[src/rtl/rstsrc_pkg.sv]
// Shared types for the reset source controller.
// Assumes three cause bits; bit positions are fixed here.
package rstsrc_pkg;

    localparam int STAT_W     = 3;
    localparam int STAT_LVPWR = 2;
    localparam int STAT_CLK   = 1;
    localparam int STAT_DBG   = 0;

    typedef enum logic [2:0] {
        CAUSE_NONE,
        CAUSE_PWRON,
        CAUSE_LV,
        CAUSE_CLK,
        CAUSE_DBG
    } cause_e;

    // Map a winning cause to its one-hot status pattern.
    function automatic logic [STAT_W-1:0] cause_bits(cause_e c);
        logic [STAT_W-1:0] b;
        b = '0;
        case (c)
            CAUSE_PWRON, CAUSE_LV: b[STAT_LVPWR] = 1'b1;
            CAUSE_CLK:             b[STAT_CLK]   = 1'b1;
            CAUSE_DBG:             b[STAT_DBG]   = 1'b1;
            default:               b = '0;
        endcase
        return b;
    endfunction

endpackage

[src/rtl/rstsrc_lv_gate.sv]
// Qualifies the supply comparator with its two enables and with stop mode.
// Assumes the comparator input is already synchronous to clk.
module rstsrc_lv_gate (
    input  logic below_i,
    input  logic det_en_i,
    input  logic rst_en_i,
    input  logic stop_i,
    input  logic stop_en_i,
    output logic req_o
);
    logic det_active;

    // Detection runs outside stop, or in stop when explicitly kept alive.
    always_comb det_active = det_en_i && (!stop_i || stop_en_i);

    // Request only with reset enable set and supply below trip.
    always_comb req_o = below_i && det_active && rst_en_i;
endmodule

[src/rtl/rstsrc_wrport.sv]
// Shared write port: merges CPU and debug writes and decodes the force command.
// Assumes debug wins the port on a same-cycle collision; only debug may force.
module rstsrc_wrport #(
    parameter int                ADDR_W     = 4,
    parameter int                DATA_W     = 8,
    parameter logic [ADDR_W-1:0] FORCE_ADDR = 'd1,
    parameter int                FORCE_BIT  = 0
) (
    input  logic              cpu_wr_i,
    input  logic [ADDR_W-1:0] cpu_addr_i,
    input  logic [DATA_W-1:0] cpu_wdata_i,
    input  logic              dbg_wr_i,
    input  logic [ADDR_W-1:0] dbg_addr_i,
    input  logic [DATA_W-1:0] dbg_wdata_i,
    output logic              force_o
);
    logic              wr_any;
    logic              wr_priv;
    logic [ADDR_W-1:0] wr_addr;
    logic [DATA_W-1:0] wr_data;
    logic              wr_unused;

    // Port arbitration: debug access takes the port and carries privilege.
    always_comb begin
        wr_any  = cpu_wr_i || dbg_wr_i;
        wr_priv = dbg_wr_i;
        wr_addr = dbg_wr_i ? dbg_addr_i  : cpu_addr_i;
        wr_data = dbg_wr_i ? dbg_wdata_i : cpu_wdata_i;
    end

    // Only the force bit is implemented; other data bits are dropped.
    always_comb wr_unused = ^{wr_data[DATA_W-1:FORCE_BIT+1]};

    // Force request: privileged write of 1 to the force bit.
    always_comb force_o = wr_any && wr_priv && (wr_addr == FORCE_ADDR) && wr_data[FORCE_BIT];
endmodule

[src/rtl/rstsrc_arbiter.sv]
// Fixed-priority selection among reset requests.
// Order: power-on, supply-low, clock module, debug force.
module rstsrc_arbiter
    import rstsrc_pkg::*;
(
    input  logic   pwron_i,
    input  logic   lv_i,
    input  logic   clk_i,
    input  logic   dbg_i,
    output cause_e cause_o,
    output logic   accept_o
);
    // Priority chain picking the single winning cause.
    always_comb begin
        if (pwron_i)    cause_o = CAUSE_PWRON;
        else if (lv_i)  cause_o = CAUSE_LV;
        else if (clk_i) cause_o = CAUSE_CLK;
        else if (dbg_i) cause_o = CAUSE_DBG;
        else            cause_o = CAUSE_NONE;
    end

    // Any winner means the request is accepted this cycle.
    always_comb accept_o = (cause_o != CAUSE_NONE);
endmodule

[src/rtl/rstsrc_stretch.sv]
// Stretches an accepted request into a reset pulse of PULSE_CYC cycles.
// Assumes a new request reloads the full count.
module rstsrc_stretch #(
    parameter int PULSE_CYC = 16
) (
    input  logic clk,
    input  logic rst_n,
    input  logic load_i,
    output logic active_o
);
    localparam int CNT_W = $clog2(PULSE_CYC + 1);
    localparam logic [CNT_W-1:0] CNT_LOAD = CNT_W'(PULSE_CYC);

    logic [CNT_W-1:0] cnt_q;

    // Down-counter: reload on request, otherwise count toward zero.
    always_ff @(posedge clk) begin
        if (!rst_n)             cnt_q <= '0;
        else if (load_i)        cnt_q <= CNT_LOAD;
        else if (cnt_q != '0)   cnt_q <= cnt_q - 1'b1;
    end

    // Pulse is high while the counter is non-zero.
    always_comb active_o = (cnt_q != '0);
endmodule

[src/rtl/rstsrc_status.sv]
// Cause register and read multiplexer.
// Assumes the register is read-only to software and cleared only by rst_n.
module rstsrc_status
    import rstsrc_pkg::*;
#(
    parameter int                ADDR_W      = 4,
    parameter int                DATA_W      = 8,
    parameter logic [ADDR_W-1:0] STATUS_ADDR = 'd0
) (
    input  logic              clk,
    input  logic              rst_n,
    input  logic              accept_i,
    input  cause_e            cause_i,
    input  logic [ADDR_W-1:0] rd_addr_i,
    output logic [STAT_W-1:0] status_o,
    output logic [DATA_W-1:0] rdata_o
);
    logic [STAT_W-1:0] status_q;

    // Replace all cause bits with the winner's bit on each accepted request.
    always_ff @(posedge clk) begin
        if (!rst_n)        status_q <= '0;
        else if (accept_i) status_q <= cause_bits(cause_i);
    end

    // Read mux: cause register at its address, zero everywhere else.
    always_comb begin
        rdata_o = '0;
        if (rd_addr_i == STATUS_ADDR) rdata_o[STAT_W-1:0] = status_q;
    end

    // Expose the stored cause for the checker.
    always_comb status_o = status_q;
endmodule

[src/rtl/rstsrc_ctrl.sv]
// Reset source controller top: qualifies sources, picks a cause,
// stretches the reset pulse and records the cause.
// Assumes all inputs are synchronous to clk.
module rstsrc_ctrl
    import rstsrc_pkg::*;
#(
    parameter int                ADDR_W      = 4,
    parameter int                DATA_W      = 8,
    parameter int                PULSE_CYC   = 16,
    parameter logic [ADDR_W-1:0] STATUS_ADDR = 'd0,
    parameter logic [ADDR_W-1:0] FORCE_ADDR  = 'd1
) (
    input  logic              clk,
    input  logic              rst_n,
    input  logic              por_i,
    input  logic              lv_below_i,
    input  logic              lv_det_en_i,
    input  logic              lv_rst_en_i,
    input  logic              lv_stop_en_i,
    input  logic              stop_mode_i,
    input  logic              clk_mod_rst_i,
    input  logic              cpu_wr_i,
    input  logic [ADDR_W-1:0] cpu_addr_i,
    input  logic [DATA_W-1:0] cpu_wdata_i,
    input  logic              dbg_wr_i,
    input  logic [ADDR_W-1:0] dbg_addr_i,
    input  logic [DATA_W-1:0] dbg_wdata_i,
    output logic              sys_rst_o,
    output logic [DATA_W-1:0] rdata_o
);
    logic              lv_req_w;
    logic              force_w;
    logic              accept_w;
    cause_e            cause_w;
    logic [STAT_W-1:0] status_w;

    rstsrc_lv_gate u_lv (
        .below_i  (lv_below_i),
        .det_en_i (lv_det_en_i),
        .rst_en_i (lv_rst_en_i),
        .stop_i   (stop_mode_i),
        .stop_en_i(lv_stop_en_i),
        .req_o    (lv_req_w)
    );

    rstsrc_wrport #(
        .ADDR_W    (ADDR_W),
        .DATA_W    (DATA_W),
        .FORCE_ADDR(FORCE_ADDR),
        .FORCE_BIT (0)
    ) u_wr (
        .cpu_wr_i   (cpu_wr_i),
        .cpu_addr_i (cpu_addr_i),
        .cpu_wdata_i(cpu_wdata_i),
        .dbg_wr_i   (dbg_wr_i),
        .dbg_addr_i (dbg_addr_i),
        .dbg_wdata_i(dbg_wdata_i),
        .force_o    (force_w)
    );

    rstsrc_arbiter u_arb (
        .pwron_i (por_i),
        .lv_i    (lv_req_w),
        .clk_i   (clk_mod_rst_i),
        .dbg_i   (force_w),
        .cause_o (cause_w),
        .accept_o(accept_w)
    );

    rstsrc_stretch #(
        .PULSE_CYC(PULSE_CYC)
    ) u_pulse (
        .clk     (clk),
        .rst_n   (rst_n),
        .load_i  (accept_w),
        .active_o(sys_rst_o)
    );

    rstsrc_status #(
        .ADDR_W     (ADDR_W),
        .DATA_W     (DATA_W),
        .STATUS_ADDR(STATUS_ADDR)
    ) u_stat (
        .clk      (clk),
        .rst_n    (rst_n),
        .accept_i (accept_w),
        .cause_i  (cause_w),
        .rd_addr_i(cpu_addr_i),
        .status_o (status_w),
        .rdata_o  (rdata_o)
    );
endmodule

[config.mk]
export PLATFORM = sky130hd
export DESIGN_NAME = rstsrc_ctrl
export DESIGN_NICKNAME = d
export VERILOG_FILES = /design/src/rtl/rstsrc_pkg.sv /design/src/rtl/rstsrc_lv_gate.sv /design/src/rtl/rstsrc_wrport.sv /design/src/rtl/rstsrc_arbiter.sv /design/src/rtl/rstsrc_stretch.sv /design/src/rtl/rstsrc_status.sv /design/src/rtl/rstsrc_ctrl.sv
export SDC_FILE = /design/constraint.sdc
export NUM_CORES = 1
export LEC_CHECK = 0
export BUFFER_PORTS_ARGS = -buffer_cell sky130_fd_sc_hd__buf_2
export CAP_MARGIN = 20
export CORE_UTILIZATION = 25
export DETAILED_ROUTE_END_ITERATION = 7
export MAX_ROUTING_LAYER = met4
export PLACE_DENSITY = 0.64
export SYNTH_ARGS = -nofsm -noshare
export SYNTH_HDL_FRONTEND = slang
export SYNTH_SLANG_ARGS = --single-unit
[constraint.sdc]
create_clock -name clk -period 1.8 [get_ports clk]
set_input_delay 0.18 -clock clk [delete_from_list [all_inputs] [get_ports clk]]
set_output_delay 0.18 -clock clk [all_outputs]
set_load 0.02 [all_outputs]
==> metrics.txt <==
final WL=938 um; Die Wd=45.7 um; First-pass DRT Iterations=2; Tmin final=around 1600 ps; CP startpoint kind=flop; hold_buf cts=0; first-pass GRT wire length=1.41 mm; Critical Path Sink Type=output pin; clock buffer count from CTS=3; Crit path depth=5; Critical Path AT=between 1000 and 1500 ps; FFs w/ async S/R, synth=0; EDFF count, synth=0; CTS clock-pin slew for the worst setup and hold paths=60 ps; R2R cell count=5; core area=0.00176 mm^2; Final Hold Fails=0; grt ovf=0; Slew Limit Fails=0; met1 wire length=between 400 and 500 um; commonest cells after routing, fill and taps aside=buf_2, dfxtp_1, conb_1; pre-CTS setup slack=319 ps; crit-path leading delay family=simple AND/OR/NAND/NOR gates; diode count=0; clock tree sinks=8; post_cts resized=0; Total Neg Setup Slack=0 ps; static leakage=roughly 0.28 nW; syn avg cell area=around 10 um^2; Detailed Place HPWL=731 um; Post-Synthesis Cell Area=around 480 um^2; wire length on met2=~440 um; Syn Inst Count=49; Starting Density=0.271; number of fill cells in the layout=200; Fmax=607 MHz; post-synthesis sequential area ratio=0.335; Critical Path Fanout Max=4; Layout Skew=2.89 ps; Yosys cell types=26; status=complete, no violations; layout cells sized above 1=0.425; largest net degree at the start of global routing=7; row count=15; clk buf depth=2; Final WS setup=between 150 and 200 ps; DIE AREA=0.00209 mm^2; drt drc=0; critical hold path startpoint=clk_mod_rst_i; Max-cap violations=0; Syn. warnings=0; Final ANT Viol Nets=0; RR Endpoint=u_pulse.cnt_q[1]$_SDFFE_PP0P_; mean routed wirelength per cell=9.57 um; slowest CP cell=nor4b_4; root buf cell=clkbuf_4; Setup Viol. Count Final=0; highest metal used=met4; vias in the first global route=357; Power Dens Cells=692 mW/mm^2; input/output buffers=22; Critical path buffers and inverters=3; Worst R2R Start=u_pulse.cnt_q[0]$_SDFFE_PP0P_; via count=418; Routability Congestion=0.698; WP data required=1620 ps; commonest non-fill, non-tap cell in the layout=buf_2; Worst Path Class, Setup=reg -> out; synthesis-to-finish area growth=29.6%; Boundary Pins=44; hold path cells=2; reg2reg setup slack=320 ps; Post-synth top flop=dfxtp_1; clk_lat worst skew=260 ps; Yosys reg bits=8; CP max stage delay=340 ps; Post-CTS Setup Bufs=0; chip height=45.7 um; H-tree depth=1; HP Class=in -> reg; Via density=4.27; met3 wire length=~46 um; CTS tree=done; number of DRC markers in iteration 0=5; GR Util All Layers=0.103; RSZ-0062 raised after global routing=no; Tcrit/Tclk final=0.915; worst hold endpoint=u_stat.status_o[0]$_SDFFE_PN0P_; peak supply drop=0.203 mV; nets@finish=111; CP cell instances=inv_1 -> ha_1 -> nor4b_4 -> inv_2 -> buf_2; initial antenna violation count=0
-- where the power goes --
group	internal [W]	total, W	switching [W]
combinational	0.0000444	0.0000951	0.0000507
clock	0.0000765	0.000141	0.0000643
sequential	0.000186	0.000193	0.00000696
total	0.000307	0.000429	0.000122
-- final cells by class --
class                           instances  area (um^2)  share of cell area
Clock buffer                            3         22.5              0.0364
Inverter                                4         15.0              0.0242
Multi-Input combinational cell         36          280               0.453
Sequential cell                         8          160               0.259
Tap cell                               25         31.3              0.0505
Timing Repair Buffer                   22          110               0.178
-- per-stage QoR --
stage                     utilization  area, um^2  std cells  total power [W]  hold slack [ps]
after detailed placement        0.338         597         95         0.000292              368
final                           0.351         619         98         0.000429              101
after global routing            0.351         619         98         0.000456             98.8
after CTS                       0.351         619         98         0.000432             95.1
after floorplan                     -         493         53         0.000267              250
after global placement          0.338         597         95         0.000290              368
-- synth_stat cells (all sizes together) (2+ instances only) --
library cell / count / area share
dfxtp: 8 / 0.34
buf: 5 / 0.079
inv: 4 / 0.031
and2: 3 / 0.039
nor4: 3 / 0.039
xnor2: 3 / 0.055
a41o: 2 / 0.042
nand2b: 2 / 0.026
nor2: 2 / 0.016
nor3: 2 / 0.021
o21ai: 2 / 0.045
-- registers in the layout, summed over array words and instances, names as in the netlist --
signal           cells
u_pulse.cnt_q        5
u_stat.status_o      3
-- kinds of logic after synthesis --
group	count (synthesis)	share of synthesized area
simple gates	17	0.270
compound gates	10	0.196
buf+inv	9	0.110
flops	8	0.335
xor+xnor	3	0.0550
fa+ha+maj	1	0.0262
other cells	1	0.00785
-- metal layers --
| metal | vias to the layer above | global-route usage |
|---|---|---|
| li1 | 214 | - |
| met1 | 185 | 0.110 |
| met2 | 14 | 0.149 |
| met3 | 5 | 0.0357 |
| met4 | 0 | 0.0882 |
| met5 | - | - |
-- worst max path at each step --
stage	startpoint	to	slack, ps
after floorplan	u_pulse.cnt_q[0]$_SDFFE_PP0P_	u_pulse.cnt_q[1]$_SDFFE_PP0P_	380
after global placement	u_pulse.cnt_q[0]$_SDFFE_PP0P_	u_pulse.cnt_q[1]$_SDFFE_PP0P_	340
after detailed placement	u_pulse.cnt_q[0]$_SDFFE_PP0P_	u_pulse.cnt_q[1]$_SDFFE_PP0P_	320
after CTS	u_pulse.cnt_q[0]$_SDFFE_PP0P_	sys_rst_o	140
after global routing	u_pulse.cnt_q[0]$_SDFFE_PP0P_	sys_rst_o	50
final	u_pulse.cnt_q[0]$_SDFFE_PP0P_	sys_rst_o	150
Power figures use the tool's default switching activity.
